<file path="config.mk">
export PLATFORM = sky130hd
export DESIGN_NAME = mp_poll_responder
export DESIGN_NICKNAME = d
export VERILOG_FILES = /design/src/rtl/mp_poll_pkg.sv /design/src/rtl/mp_cycle_decode.sv /design/src/rtl/mp_req_track.sv /design/src/rtl/mp_resp_encode.sv /design/src/rtl/mp_poll_responder.sv
export SDC_FILE = /design/constraint.sdc
export NUM_CORES = 1
export LEC_CHECK = 0
export CORE_MARGIN = 1
export CORE_UTILIZATION = 30
export CTS_BUF_LIST = sky130_fd_sc_hd__clkbuf_16
export CTS_CLUSTER_DIAMETER = 40
export CTS_CLUSTER_SIZE = 16
export DETAILED_ROUTE_END_ITERATION = 8
export GPL_TIMING_DRIVEN = 1
export HOLD_SLACK_MARGIN = 0.1
export PLACE_DENSITY = 0.66
export SLEW_MARGIN = 20
export SYNTH_ARGS = -nofsm -noshare
export SYNTH_HDL_FRONTEND = slang
export SYNTH_SLANG_ARGS = --single-unit
</file>
<file path="constraint.sdc">
create_clock -name clk -period 1.8 [get_ports clk]
set_input_delay 0.36 -clock clk [delete_from_list [all_inputs] [get_ports clk]]
set_output_delay 0.36 -clock clk [all_outputs]
set_load 0.01 [all_outputs]
</file>
<file path="src/rtl/mp_poll_pkg.sv">
package mp_poll_pkg;

   localparam int unsigned CODE_W = 8;

   // Response bit positions (the host decodes these)
   localparam int unsigned BIT_DISP = 0;
   localparam int unsigned BIT_VID  = 1;
   localparam int unsigned BIT_IRQ  = 3;
   localparam int unsigned BIT_RDY  = 4;

   // Cycle code patterns: match when (code & MASK) == VAL
   localparam logic [7:0] MASK_LOW = 8'b1100_1111;
   localparam logic [7:0] VAL_POLL = 8'b1100_0000;
   localparam logic [7:0] VAL_ISSU = 8'b0100_1111;
   localparam logic [7:0] VAL_RECV = 8'b1100_1111;
   localparam logic [7:0] VAL_VIDW = 8'b0100_0001;
   localparam logic [7:0] VAL_DISR = 8'b1100_1000;
   localparam logic [7:0] MASK_WR  = 8'b1100_0000;
   localparam logic [7:0] VAL_WR   = 8'b0000_0000;

   typedef enum logic [2:0] {
      CK_NONE,
      CK_POLL,
      CK_WRITE,
      CK_ISSUE,
      CK_RECV,
      CK_VIDW,
      CK_DISR
   } cyc_kind_t;

   typedef enum logic [1:0] {
      RD_IDLE,
      RD_WAIT,
      RD_READY
   } rd_state_t;

   typedef struct packed {
      logic disp;
      logic rdy;
      logic vid;
      logic irq;
   } req_flags_t;

endpackage

</file>
<file path="src/rtl/mp_cycle_decode.sv">
module mp_cycle_decode
   import mp_poll_pkg::*;
(
   input  logic              valid,
   input  logic [CODE_W-1:0] code,
   output cyc_kind_t         kind
);

   function automatic logic hit(input logic [7:0] c, input logic [7:0] m,
                                input logic [7:0] v);
      return (c & m) == v;
   endfunction

   always_comb begin
      kind = CK_NONE;
      if (valid) begin
         if      (hit(code, MASK_LOW, VAL_POLL)) kind = CK_POLL;
         else if (hit(code, MASK_LOW, VAL_RECV)) kind = CK_RECV;
         else if (hit(code, MASK_LOW, VAL_ISSU)) kind = CK_ISSUE;
         else if (hit(code, MASK_LOW, VAL_VIDW)) kind = CK_VIDW;
         else if (hit(code, MASK_LOW, VAL_DISR)) kind = CK_DISR;
         else if (hit(code, MASK_WR,  VAL_WR))   kind = CK_WRITE;
      end
   end

endmodule

</file>
<file path="src/rtl/mp_req_track.sv">
module mp_req_track
   import mp_poll_pkg::*;
(
   input  logic       clk,
   input  logic       rst_n,
   input  cyc_kind_t  kind,
   input  logic       disp_need,
   input  logic       vid_ready,
   input  logic       irq_evt,
   input  logic       rd_data_valid,
   input  logic       irq_reported,
   output req_flags_t flags,
   output logic       disp_take,
   output logic       vid_take,
   output logic       rd_take
);

   logic      disp_q, vid_q, irq_q;
   rd_state_t rd_q, rd_d;
   logic      recv_hit;

   assign recv_hit = (kind == CK_RECV) && (rd_q == RD_READY);

   always_comb begin
      rd_d = rd_q;
      if (kind == CK_ISSUE)                          rd_d = RD_WAIT;
      else if (recv_hit)                             rd_d = RD_IDLE;
      else if ((rd_q == RD_WAIT) && rd_data_valid)   rd_d = RD_READY;
   end

   always_ff @(posedge clk) begin
      if (!rst_n) begin
         disp_q    <= 1'b0;
         vid_q     <= 1'b0;
         irq_q     <= 1'b0;
         rd_q      <= RD_IDLE;
         disp_take <= 1'b0;
         vid_take  <= 1'b0;
         rd_take   <= 1'b0;
      end else begin
         disp_q    <= (disp_q | disp_need) & ~(kind == CK_DISR);
         vid_q     <= (vid_q | vid_ready) & ~(kind == CK_VIDW);
         irq_q     <= irq_evt | (irq_q & ~irq_reported);
         rd_q      <= rd_d;
         disp_take <= (kind == CK_DISR);
         vid_take  <= (kind == CK_VIDW);
         rd_take   <= recv_hit;
      end
   end

   assign flags.disp = disp_q;
   assign flags.vid  = vid_q;
   assign flags.irq  = irq_q;
   assign flags.rdy  = (rd_q == RD_READY);

endmodule

</file>
<file path="src/rtl/mp_resp_encode.sv">
module mp_resp_encode
   import mp_poll_pkg::*;
#(
   parameter int unsigned RESP_W        = 8,
   parameter bit          PRIORITY_ONLY = 1'b1
)(
   input  req_flags_t        flags,
   output logic [RESP_W-1:0] byte_out,
   output logic              irq_sel
);

   generate
      if (PRIORITY_ONLY) begin : g_single
         always_comb begin
            byte_out = '0;
            irq_sel  = 1'b0;
            if      (flags.disp) byte_out[BIT_DISP] = 1'b1;
            else if (flags.rdy)  byte_out[BIT_RDY]  = 1'b1;
            else if (flags.vid)  byte_out[BIT_VID]  = 1'b1;
            else if (flags.irq) begin
               byte_out[BIT_IRQ] = 1'b1;
               irq_sel           = 1'b1;
            end
         end
      end else begin : g_merged
         always_comb begin
            byte_out           = '0;
            byte_out[BIT_DISP] = flags.disp;
            byte_out[BIT_RDY]  = flags.rdy;
            byte_out[BIT_VID]  = flags.vid;
            byte_out[BIT_IRQ]  = flags.irq;
            irq_sel            = flags.irq;
         end
      end
   endgenerate

endmodule

</file>
<file path="src/rtl/mp_poll_responder.sv">
module mp_poll_responder
   import mp_poll_pkg::*;
#(
   parameter int unsigned RESP_W        = 8,
   parameter bit          PRIORITY_ONLY = 1'b1
)(
   input  logic              clk,
   input  logic              rst_n,
   input  logic              cyc_valid,
   input  logic [7:0]        cyc_code,
   input  logic              ack_win,
   input  logic              disp_need,
   input  logic              vid_ready,
   input  logic              irq_evt,
   input  logic              rd_data_valid,
   output logic [RESP_W-1:0] resp_data,
   output logic              resp_oe,
   output logic              disp_take,
   output logic              vid_take,
   output logic              rd_take
);

   localparam int unsigned TOP_BIT = BIT_RDY;

   generate
      if (RESP_W <= TOP_BIT) begin : g_bad_width
         $error("RESP_W must exceed the highest request bit position");
      end
   endgenerate

   cyc_kind_t         kind;
   req_flags_t        flags;
   logic [RESP_W-1:0] enc_byte;
   logic              irq_sel;
   logic              irq_reported;
   logic [RESP_W-1:0] held_q;
   logic              poll_q;

   mp_cycle_decode u_dec (
      .valid (cyc_valid),
      .code  (cyc_code),
      .kind  (kind)
   );

   mp_resp_encode #(
      .RESP_W        (RESP_W),
      .PRIORITY_ONLY (PRIORITY_ONLY)
   ) u_enc (
      .flags    (flags),
      .byte_out (enc_byte),
      .irq_sel  (irq_sel)
   );

   assign irq_reported = (kind == CK_POLL) && irq_sel;

   mp_req_track u_trk (
      .clk           (clk),
      .rst_n         (rst_n),
      .kind          (kind),
      .disp_need     (disp_need),
      .vid_ready     (vid_ready),
      .irq_evt       (irq_evt),
      .rd_data_valid (rd_data_valid),
      .irq_reported  (irq_reported),
      .flags         (flags),
      .disp_take     (disp_take),
      .vid_take      (vid_take),
      .rd_take       (rd_take)
   );

   always_ff @(posedge clk) begin
      if (!rst_n) begin
         held_q <= '0;
         poll_q <= 1'b0;
      end else if (cyc_valid) begin
         poll_q <= (kind == CK_POLL);
         if (kind == CK_POLL) held_q <= enc_byte;
      end
   end

   assign resp_oe   = ack_win & poll_q;
   assign resp_data = resp_oe ? held_q : '0;

endmodule

</file>
==> qor.csv <==
metric;value;unit
dp.cells;140;
cts_tree;yes;
power_frac_seq;36.9;%
critPathRequiredTime;1.93;ns
placed_area;1000;um2
vias;696;
ctsRootBufferMaster;clkbuf_16;
drt_iter0_drc;5;
final_util;55.1;%
hold_path_class;reg -> reg;
synth_edf_count;0;
hpwl;1.20;mm
syn_to_final_growth;67.1;%
fin_crit_sh;95.9;%
io_pins;28;
synthDistinctLibCells;28;
criticalPathCategory;in -> reg;
die_y;49.4;um
post_route_cells_drive_above_1_share;22.5;%
fillerInstances;204;
antennaDiodeCount;0;
cts_buffers;3;
grt_pass1_wl;3.01;mm
power.share.clock;51.5;%
vias_per_cell;4.73;
port-buffer-count;21;
crit_arrival;1.86;ns
clk_path_buf_depth;2;
antenna_found_initial;0;
max_freq;0.579;GHz
finalClockSkew;0.000863;ns
period_needed;1.73;ns
power;810;uW
nets;137;
ant_nets;0;
coreArea;0.00204;mm2
setup_tns;0;ns
die-area;0.00244;mm2
routed_wl;1.68;mm
synth_ff_type;dfxtp_1;
finalHoldViolations;0;
synth_cells;80;
cp-end-kind;flip-flop;
ctsHoldBuffers;0;
initial_utilization;33.0;%
clk-insertion-delay-late;0.24;ns
finalWorstSetupSlack;0.0731;ns
peakVddDrop;0.394;mV
synth_common_cells;dfxtp_1 (13), nand3_1 (6), nor2_1 (6), nor2b_1 (6), o21ai_0 (5);
setup-violations-final;0;
grt_max_degree;9;
p_sw;169;uW
detailedRoute.firstPassIterationCount;4;
powerDensity;720;mW/mm2
synthArstFlopShare;0;%
yosys-top-cells-area;dfxtp_1 (39%), nor2b_1 (5.6%), nand3_1 (4.5%);
track_usage;16.1;%
p_int;640;uW
yosys.area.top_type;dfxtp_1;
final_area;0.00112;mm2
place_congestion;0.834;
hold_slack;0.488;ns
drcViolationCount;0;
rows;16;
power.leakage;0.492;nW
crit_fanout;3;
synth_top_area_share;38.7;%
avgRoutedWirePerCell;11.4;um
ys_warn_count;0;
outcome;finished, final reports clean;
gr-total-overflow;0;
p_comb_share;11.6;%
slew_viol_final;0;
yosysSeqAreaShare;38.7;%
pre_cts_ws;-0.305;ns
cp-start-kind;input port;
ctsHtreeMaxLevel;1;
clk_pin_slew;0.04;ns
netlist_area;673;um2
grt_pass1_vias;713;
avgSynthCellArea;8.41;um2
layout.cells.non_filler;147;
clock_sinks;13;
die_width;49.4;um
netSwitchingFraction;20.9;%
yosysMostFrequentCell;dfxtp_1;
yosys_register_bits;13;
drv_cap;0;
-- worst max-delay path, cell delays in order --
cell and delay, ns:
clkdlybuf4s50_1 0.42, or4b_4 0.51, buf_4 0.17, nor2_2 0.10
nor2_1 0.07, o221a_2 0.23
-- layout by cell type (no fill, tap or decap), types with 3 or more instances in the layout --
| master | netlist | final |
|---|---|---|
| a21boi_0 | 3 | 3 |
| a21oi_1 | 4 | 3 |
| and3_1 | 4 | 4 |
| buf_4 | 4 | 16 |
| clkbuf_16 | 0 | 3 |
| clkdlybuf4s50_1 | 0 | 13 |
| conb_1 | 1 | 4 |
| dfxtp_1 | 13 | 13 |
| dlygate4sd2_1 | 0 | 7 |
| inv_1 | 2 | 3 |
| nand2b_1 | 3 | 3 |
| nand3_1 | 6 | 6 |
| nor2_1 | 6 | 5 |
| nor2b_1 | 6 | 6 |
| o21ai_0 | 5 | 5 |
| or3_1 | 3 | 3 |
-- kinds of logic (layout without fill, tap and decap cells) --
kind of cell	count (synthesis)	in the layout	share of synthesized area, %
DFF	13	13	38.7
and+or+nand+nor	40	40	35.7
buffers and inverters	7	44	6.13
AOI/OAI and AO/OA	17	17	16.0
other	1	4	0.557
muxes	2	2	2.97
-- power groups by stage --
stage	Sequential, mW	Clock (mW)	Combinational (mW)
after detailed placement	0.304	0	0.0913
after CTS	0.299	0.422	0.0920
after global placement	0.304	0	0.0895
final	0.299	0.417	0.0938
after floorplan	0.303	0	0.0355
after global routing	0.300	0.435	0.104
-- per-layer routing --
metal  share of wire (%)  wire length, um  vias to the layer above  track usage [%]
met3                 5.0               84                        6             3.74
met4                 3.3               55                        0             9.05
met1                  40              675                      305             18.2
met2                  51              864                       26             27.6
li1                    -                -                      359                -
met5                   0                0                        -                0
-- what timing repair did --
item,4_1_cts,5_1_grt
pin swaps,2,2
setup endpoints to repair,9,8
resized for setup,8,4
setup buffers,2,1
-- sequential cells by signal, summed over array words and instances, names as in the netlist --
signal	flops
u_trk.disp_q	1
u_trk.vid_take	1
u_trk.vid_q	1
held_q	4
u_trk.irq_q	1
u_trk.rd_take	1
u_trk.rd_q	2
poll_q	1
u_trk.disp_take	1
-- cell type report --
| class | count | area, um2 | area share [%] |
|---|---|---|---|
| Inverter | 2 | 7.51 | 0.667 |
| Clock inverter | 1 | 3.75 | 0.334 |
| Tap cell | 27 | 33.8 | 3.00 |
| Timing Repair Buffer | 38 | 344 | 30.6 |
| Multi-Input combinational cell | 63 | 400 | 35.6 |
| Clock buffer | 3 | 75.1 | 6.67 |
| Sequential cell | 13 | 260 | 23.1 |
-- final timing paths --
| check | startpoint | endpoint | slack (ns) | cells after the start |
|---|---|---|---|---|
| setup reg to reg | u_trk.rd_q[1]$_SDFFE_PP0P_ | u_trk.rd_take$_SDFF_PN0_ | 0.68 | 3 |
| hold / removal | u_trk.irq_q$_SDFF_PN0_ | held_q[3]$_SDFFE_PN0P_ | 0.49 | 2 |
| setup / recovery | cyc_code[2] | u_trk.disp_q$_SDFF_PN0_ | 0.07 | 6 |
| hold reg to reg | u_trk.irq_q$_SDFF_PN0_ | held_q[3]$_SDFFE_PN0P_ | 0.49 | 2 |
(Power assumes the default switching activity.)
